$ cat src/rtl/pwr_pkg.sv
// Shared types for the power-mode controller.
// Assumes: 2-bit mode and divider codes as listed in the brief.
package pwr_pkg;

    typedef enum logic [1:0] {
        MODE_RUN   = 2'b00,
        MODE_IDLE  = 2'b01,
        MODE_PDOWN = 2'b10
    } pmode_t;

    localparam logic [1:0] DIV_QUARTER = 2'b00;
    localparam logic [1:0] DIV_FULL    = 2'b01;
    localparam logic [1:0] DIV_HALF    = 2'b10;

    // Terminal count value of the divider for a given code.
    function automatic logic [1:0] div_last(input logic [1:0] code);
        case (code)
            DIV_FULL: div_last = 2'd0;
            DIV_HALF: div_last = 2'd1;
            default:  div_last = 2'd3;
        endcase
    endfunction

endpackage

$ cat src/rtl/pwr_mode_ctrl.sv
// Mode register, wake detection, wake cause, post-power-down stabilization
// counter and PLL request hold.
// Assumes: clk is always running; wake_async may change at any time.
module pwr_mode_ctrl
    import pwr_pkg::*;
#(
    parameter int unsigned STABLE_CYC = 16
) (
    input  logic       clk,
    input  logic       rst_n,
    input  logic       mode_wr,
    input  logic [1:0] mode_wdata,
    input  logic       irq,
    input  logic       wake_async,
    input  logic       pll_req,
    output pmode_t     mode_q,
    output logic       stabilizing,
    output logic [1:0] wake_cause,
    output logic       pll_en
);

    localparam int unsigned SW = $clog2(STABLE_CYC + 1);

    logic          wk_s1, wk_s2;
    logic [SW-1:0] stab_cnt;
    logic          pll_hold;
    logic          wake_idle, wake_pd, accept_wr;

    assign stabilizing = (stab_cnt != '0);
    assign wake_idle   = (mode_q == MODE_IDLE) && (irq || wk_s2);
    assign wake_pd     = (mode_q == MODE_PDOWN) && wk_s2;
    assign accept_wr   = mode_wr && (mode_q == MODE_RUN) && !stabilizing;

    // Two-stage synchronizer for the clockless wake request.
    always_ff @(posedge clk) begin
        if (!rst_n) begin
            wk_s1 <= 1'b0;
            wk_s2 <= 1'b0;
        end else begin
            wk_s1 <= wake_async;
            wk_s2 <= wk_s1;
        end
    end

    // Mode register: software entry, self-clear to run on wake.
    always_ff @(posedge clk) begin
        if (!rst_n) begin
            mode_q <= MODE_RUN;
        end else if (wake_idle || wake_pd) begin
            mode_q <= MODE_RUN;
        end else if (accept_wr) begin
            mode_q <= (mode_wdata == 2'b11) ? MODE_RUN : pmode_t'(mode_wdata);
        end
    end

    // Wake cause: bit1 asynchronous request, bit0 ordinary interrupt.
    always_ff @(posedge clk) begin
        if (!rst_n) begin
            wake_cause <= 2'b00;
        end else if (wake_idle || wake_pd) begin
            wake_cause <= {wk_s2, irq && (mode_q == MODE_IDLE)};
        end
    end

    // Oscillator stabilization count after leaving power-down.
    always_ff @(posedge clk) begin
        if (!rst_n) begin
            stab_cnt <= '0;
        end else if (wake_pd) begin
            stab_cnt <= SW'(STABLE_CYC);
        end else if (stabilizing) begin
            stab_cnt <= stab_cnt - 1'b1;
        end
    end

    // Capture the PLL request on Idle entry.
    always_ff @(posedge clk) begin
        if (!rst_n) begin
            pll_hold <= 1'b0;
        end else if (accept_wr && (mode_wdata == MODE_IDLE)) begin
            pll_hold <= pll_req;
        end
    end

    always_comb begin
        case (mode_q)
            MODE_PDOWN: pll_en = 1'b0;
            MODE_IDLE:  pll_en = pll_hold;
            default:    pll_en = pll_req;
        endcase
    end

    AST_IDLE_IRQ_WAKES: assert property (@(posedge clk) disable iff (!rst_n)
        (mode_q == MODE_IDLE && irq) |=> (mode_q == MODE_RUN));
    AST_PD_IGNORES_IRQ: assert property (@(posedge clk) disable iff (!rst_n)
        (mode_q == MODE_PDOWN && !wk_s2) |=> (mode_q == MODE_PDOWN));
    AST_PD_WAKE_STABILIZES: assert property (@(posedge clk) disable iff (!rst_n)
        (STABLE_CYC > 0 && $past(mode_q) == MODE_PDOWN && mode_q == MODE_RUN) |-> stabilizing);
    AST_PLL_OFF_PD: assert property (@(posedge clk) disable iff (!rst_n)
        (mode_q == MODE_PDOWN) |-> !pll_en);

endmodule

$ cat src/rtl/pwr_pclk_div.sv
// Peripheral tick divider. Advances only while clocks run. A written code is
// staged and applied at the next terminal count to avoid a short interval.
// Assumes: run_en is low in power-down and during stabilization.
module pwr_pclk_div
    import pwr_pkg::*;
(
    input  logic       clk,
    input  logic       rst_n,
    input  logic       run_en,
    input  logic       ratio_wr,
    input  logic [1:0] ratio_wdata,
    output logic       tick
);

    logic [1:0] cnt, ratio_act, ratio_pend, pend_next;

    assign pend_next = ratio_wr ? ratio_wdata : ratio_pend;
    assign tick      = run_en && (cnt == div_last(ratio_act));

    // Staged divider code; reset selects the slowest ratio.
    always_ff @(posedge clk) begin
        if (!rst_n) begin
            ratio_pend <= DIV_QUARTER;
        end else begin
            ratio_pend <= pend_next;
        end
    end

    // Counter and active code, swapped only at the terminal count.
    always_ff @(posedge clk) begin
        if (!rst_n) begin
            cnt       <= 2'd0;
            ratio_act <= DIV_QUARTER;
        end else if (tick) begin
            cnt       <= 2'd0;
            ratio_act <= pend_next;
        end else if (run_en) begin
            cnt <= cnt + 2'd1;
        end
    end

    AST_RATIO_AT_TC: assert property (@(posedge clk) disable iff (!rst_n)
        !$stable(ratio_act) |-> $past(tick));
    AST_FROZEN_NO_TICK: assert property (@(posedge clk) disable iff (!rst_n)
        !run_en |-> !tick);

endmodule

$ cat src/rtl/pwr_gate.sv
// Clock-enable gating from mode, stabilization state and power mask.
// Assumes: tick is already zero when clocks are frozen.
module pwr_gate
    import pwr_pkg::*;
#(
    parameter int unsigned NPERIPH = 4
) (
    input  pmode_t             mode_q,
    input  logic               stabilizing,
    input  logic               tick,
    input  logic [NPERIPH-1:0] periph_on,
    input  logic               rtc_ext_sel,
    output logic               clocks_run,
    output logic               cpu_clk_en,
    output logic               pclk_en,
    output logic [NPERIPH-1:0] periph_clk_en,
    output logic               osc_en,
    output logic               rtc_en
);

    assign clocks_run = (mode_q != MODE_PDOWN) && !stabilizing;
    assign cpu_clk_en = (mode_q == MODE_RUN) && !stabilizing;
    assign pclk_en    = clocks_run && tick;
    assign osc_en     = (mode_q != MODE_PDOWN);
    assign rtc_en     = (mode_q != MODE_PDOWN) || rtc_ext_sel;

    // One enable per peripheral, each gated by its own mask bit.
    for (genvar i = 0; i < NPERIPH; i++) begin : g_periph
        assign periph_clk_en[i] = pclk_en && periph_on[i];
    end

endmodule

$ cat src/rtl/pwr_clk_ctrl.sv
// Top of the power-mode and clock-enable controller: holds the power mask
// and joins the mode controller, divider and gating.
// Assumes: register writes come as single-cycle strobes.
module pwr_clk_ctrl
    import pwr_pkg::*;
#(
    parameter int unsigned NPERIPH    = 4,
    parameter int unsigned STABLE_CYC = 16
) (
    input  logic               clk,
    input  logic               rst_n,
    input  logic               mode_wr,
    input  logic [1:0]         mode_wdata,
    input  logic               ratio_wr,
    input  logic [1:0]         ratio_wdata,
    input  logic               mask_wr,
    input  logic [NPERIPH-1:0] mask_wdata,
    input  logic               irq,
    input  logic               wake_async,
    input  logic               pll_req,
    input  logic               rtc_ext_sel,
    output logic               cpu_clk_en,
    output logic               pclk_en,
    output logic [NPERIPH-1:0] periph_clk_en,
    output logic               osc_en,
    output logic               pll_en,
    output logic               rtc_en,
    output logic [1:0]         mode_stat,
    output logic [1:0]         wake_cause
);

    pmode_t             mode_q;
    logic               stabilizing, clocks_run, tick;
    logic [NPERIPH-1:0] periph_on;

    // Power mask register, all peripherals powered after reset.
    always_ff @(posedge clk) begin
        if (!rst_n) begin
            periph_on <= '1;
        end else if (mask_wr) begin
            periph_on <= mask_wdata;
        end
    end

    assign mode_stat = mode_q;

    pwr_mode_ctrl #(.STABLE_CYC(STABLE_CYC)) u_mode (
        .clk         (clk),
        .rst_n       (rst_n),
        .mode_wr     (mode_wr),
        .mode_wdata  (mode_wdata),
        .irq         (irq),
        .wake_async  (wake_async),
        .pll_req     (pll_req),
        .mode_q      (mode_q),
        .stabilizing (stabilizing),
        .wake_cause  (wake_cause),
        .pll_en      (pll_en)
    );

    pwr_pclk_div u_div (
        .clk         (clk),
        .rst_n       (rst_n),
        .run_en      (clocks_run),
        .ratio_wr    (ratio_wr),
        .ratio_wdata (ratio_wdata),
        .tick        (tick)
    );

    pwr_gate #(.NPERIPH(NPERIPH)) u_gate (
        .mode_q        (mode_q),
        .stabilizing   (stabilizing),
        .tick          (tick),
        .periph_on     (periph_on),
        .rtc_ext_sel   (rtc_ext_sel),
        .clocks_run    (clocks_run),
        .cpu_clk_en    (cpu_clk_en),
        .pclk_en       (pclk_en),
        .periph_clk_en (periph_clk_en),
        .osc_en        (osc_en),
        .rtc_en        (rtc_en)
    );

    AST_PD_CLOCKS_OFF: assert property (@(posedge clk) disable iff (!rst_n)
        (mode_q == MODE_PDOWN) |-> (!cpu_clk_en && !osc_en && !pclk_en && periph_clk_en == '0));
    AST_IDLE_CPU_OFF: assert property (@(posedge clk) disable iff (!rst_n)
        (mode_q == MODE_IDLE) |-> (!cpu_clk_en && osc_en));
    AST_MASK_GATES: assert property (@(posedge clk) disable iff (!rst_n)
        (periph_clk_en & ~periph_on) == '0);
    AST_RTC_IN_PD: assert property (@(posedge clk) disable iff (!rst_n)
        (mode_q == MODE_PDOWN) |-> (rtc_en == rtc_ext_sel));

endmodule

$ cat config.mk
export PLATFORM = sky130hd
export DESIGN_NAME = pwr_clk_ctrl
export DESIGN_NICKNAME = d
export VERILOG_FILES = /design/src/rtl/pwr_pkg.sv /design/src/rtl/pwr_mode_ctrl.sv /design/src/rtl/pwr_pclk_div.sv /design/src/rtl/pwr_gate.sv /design/src/rtl/pwr_clk_ctrl.sv
export SDC_FILE = /design/constraint.sdc
export NUM_CORES = 1
export LEC_CHECK = 0
export BUFFER_PORTS_ARGS = -buffer_cell sky130_fd_sc_hd__buf_2
export CAP_MARGIN = 0
export CORE_MARGIN = 1
export CORE_UTILIZATION = 50
export DETAILED_ROUTE_END_ITERATION = 12
export GPL_ROUTABILITY_DRIVEN = 0
export GPL_TIMING_DRIVEN = 0
export HOLD_SLACK_MARGIN = 0.1
export PLACE_DENSITY = 0.77
export SYNTH_ARGS = -nofsm -noshare
export SYNTH_HDL_FRONTEND = slang
export SYNTH_SLANG_ARGS = --single-unit
$ cat constraint.sdc
create_clock -name clk -period 2.7 [get_ports clk]
set_input_delay 0.405 -clock clk [delete_from_list [all_inputs] [get_ports clk]]
set_output_delay 0.405 -clock clk [all_outputs]
set_load 0.005 [all_outputs]
==> flow_metrics.tcl <==
set metrics [dict create \
    post_synth_num_cell_types 29 \
    cts.htree.levels 1 \
    area_growth_pct 19.59 \
    first_pass_iters 4 \
    fill_cells 193 \
    dp_hpwl_um 1593 \
    layout-drive-gt1-share 0.2621 \
    fin_crit_ns 2.445 \
    pin_count 30 \
    vias_per_cell 5.122 \
    endpoint_kind "output port" \
    cts-root-buf "clkbuf_4" \
    status "complete, no violations" \
    cts-buffers-inserted 3 \
    crit_arrival_ns 2.04 \
    fin_nets 168 \
    clkTransAtPathRegs_ns 0.12 \
    die_y_um 47.77 \
    synth.largest_area_cell "dfxtp_1" \
    wirelength_um 2037 \
    port_buffers 27 \
    syn_nets 136 \
    clockPowerShare 0.187 \
    slew_viol_final 0 \
    track_usage 0.1997 \
    start_util 0.5338 \
    grt_max_degree 13 \
    placed_area_um2 1216 \
    syn_area_per_cell_um2 9.186 \
    p_leak_nw 0.5566 \
    num_vias 881 \
    rsz0062_at_grt "false" \
    ys_ff_latch 22 \
    comb_power_share 0.375 \
    grt_pass1_vias 775 \
    ys_warn_count 0 \
    drc_errors 0 \
    crit_required_ns 2.30 \
    die_area_um2 2282 \
    internal-power_mw 0.6197 \
    synth_area_leaders "dfxtp_1 (42%), mux2i_1 (6.7%), ha_1 (6.0%), and2_1 (4.8%), inv_1 (3.6%)" \
    cts.sinks 22 \
    swShare 0.3406 \
    grt_overflow_total 0 \
    setup_tns_ns 0 \
    ir_worst_vdd_mv 0.5621 \
    crit_fanout 7 \
    slew_headroom 0.6123 \
    synth.cell_area_um2 1047 \
    die_w_um 47.77 \
    grt_pass1_wl_um 3201 \
    max_cap_violations 0 \
    coreArea_um2 1962 \
    fin_area_um2 1252 \
    antenna_left 0 \
    clk_latency_ns 0.30 \
    wl_per_cell_um 11.84 \
    critical_path_class "reg2out" \
    hp-class "in2reg" \
    worst_pin_slew_ns 0.5735 \
    hold_violations 0 \
    cts_tree "yes" \
    drt_iter0_drc 13 \
    yosysSeqAreaShare 0.4205 \
    antenna_cells 0 \
    whs_ns 0.3045 \
    pwr-share-seq 0.437 \
    fmax_mhz 409.0 \
    clock_skew_ns 0.002460 \
    rows 16 \
    antenna_found_initial 0 \
    cp-start-kind "register" \
    synthCells 114 \
    setup_violations 0 \
    finalCritPeriodShare 0.9056 \
    switching_power_mw 0.3200 \
    cts_buffer_depth 2 \
    netlist.area_leader.share 0.4205 \
    p_per_area_nw_per_um2 750.3 \
]
-- cell usage in the layout (no fill, tap or decap), types with 2 or more instances in the layout --
cell      count
dfxtp_1      22
inv_1        10
nand2b_1      4
buf_2        27
mux2i_1       7
o21ai_0       5
nor2_1        8
mux2_2        2
clkbuf_4      3
clkbuf_1      4
nand3_1       2
xnor2_1       2
a21oi_1       6
o211ai_1      4
ha_1          5
nand2_1      10
nor3_1        2
and2_1        8
-- Yosys cell counts (all sizes together) --
| cell type | instances |
|---|---|
| nand3 | 2 |
| a211oi | 1 |
| o31ai | 1 |
| nand2b | 4 |
| dfxtp | 22 |
| o21a | 1 |
| ha | 5 |
| o211ai | 4 |
| buf | 1 |
| inv | 10 |
| nor4 | 1 |
| or4b | 2 |
| and2 | 8 |
| or4 | 1 |
| o2111ai | 1 |
| nor4b | 1 |
| xnor2 | 2 |
| nor2 | 8 |
| mux2i | 7 |
| clkbuf | 4 |
| a21oi | 6 |
| nor3 | 2 |
| o221a | 1 |
| xor2 | 1 |
| nand2 | 10 |
| or3 | 1 |
| o21ai | 5 |
| mux2 | 2 |
-- layer usage --
metal / track usage / part of all wire / vias up
li1: - / - / 452
met1: 0.2292 / 0.45 / 406
met2: 0.3784 / 0.52 / 21
met3: 0.03396 / 0.029 / 2
met4: 0.05000 / 0.0044 / 0
met5: 0 / 0 / -
-- flip-flops by register name (all words and copies together), names as in the netlist --
name / flops
u_mode.stab_cnt: 5
periph_on: 4
u_div.cnt: 2
u_div.ratio_act: 2
u_div.ratio_pend: 2
u_mode.mode_q: 2
u_mode.wake_cause: 2
u_mode.pll_hold: 1
u_mode.wk_s1: 1
u_mode.wk_s2: 1
-- power by group through the flow --
stage | sequential (mW) | combinational [mW] | clock, mW
2_1_floorplan | 0.410 | 0.265 | 0
3_3_place_gp | 0.415 | 0.333 | 0
3_5_place_dp | 0.418 | 0.352 | 0
4_1_cts | 0.411 | 0.356 | 0.181
5_1_grt | 0.418 | 0.390 | 0.195
6_report | 0.411 | 0.353 | 0.176
-- critical path, stage by stage, from the launching register on --
cell,delay (ns)
dfxtp_1,0.34
inv_1,0.07
ha_1,0.20
or4b_4,0.51
nor4_4,0.32
and2_1,0.19
buf_2,0.11
-- cell families (layout without fill, tap and decap cells) --
| logic type | count (synthesis) | in the layout | share of synthesized area |
|---|---|---|---|
| adders and majority gates | 5 | 5 | 0.05974 |
| DFF | 22 | 22 | 0.4205 |
| AOI/OAI and AO/OA | 20 | 20 | 0.1219 |
| muxes | 9 | 9 | 0.08841 |
| and+or+nand+nor | 40 | 40 | 0.2234 |
| buffers and inverters | 15 | 46 | 0.06093 |
| xor gates and xnor gates | 3 | 3 | 0.02509 |
-- what timing repair did --
item	in CTS	in global routing
hold buffers	0	0
setup endpoints to repair	0	3
buffers inserted	0	0
gates resized for setup	0	0
-- per-stage QoR --
step,util,power [mW],setup WS [ns],instances
2_1_floorplan,-,0.6754,0.7001,114
3_3_place_gp,0.6199,0.7481,0.5116,168
3_5_place_dp,0.6199,0.7707,0.4564,168
4_1_cts,0.6384,0.9478,0.1161,172
5_1_grt,0.6384,1.003,0.08581,172
6_report,0.6384,0.9397,0.2548,172
-- cell type report --
type / instances / area (um^2) / area share
multi-input combinational: 77 / 543.0 / 0.4336
buffer: 5 / 26.28 / 0.02098
timing repair buffer: 27 / 135.1 / 0.1079
inverter: 10 / 37.54 / 0.02997
clock buffer: 4 / 36.28 / 0.02897
tap: 27 / 33.78 / 0.02697
sequential: 22 / 440.4 / 0.3516
-- worst paths after layout --
kind	depth (start not counted)	slack, ns	from	endpoint
worst max-delay path	6	0.25	u_mode.stab_cnt[0]	periph_clk_en[2]
worst min-delay path	2	0.30	wake_async	u_mode.wk_s1
worst max register to register	6	0.68	u_mode.stab_cnt[0]	u_mode.pll_hold
worst min register to register	1	0.45	u_mode.wk_s1	u_mode.wk_s2
Power figures use the tool's default switching activity.
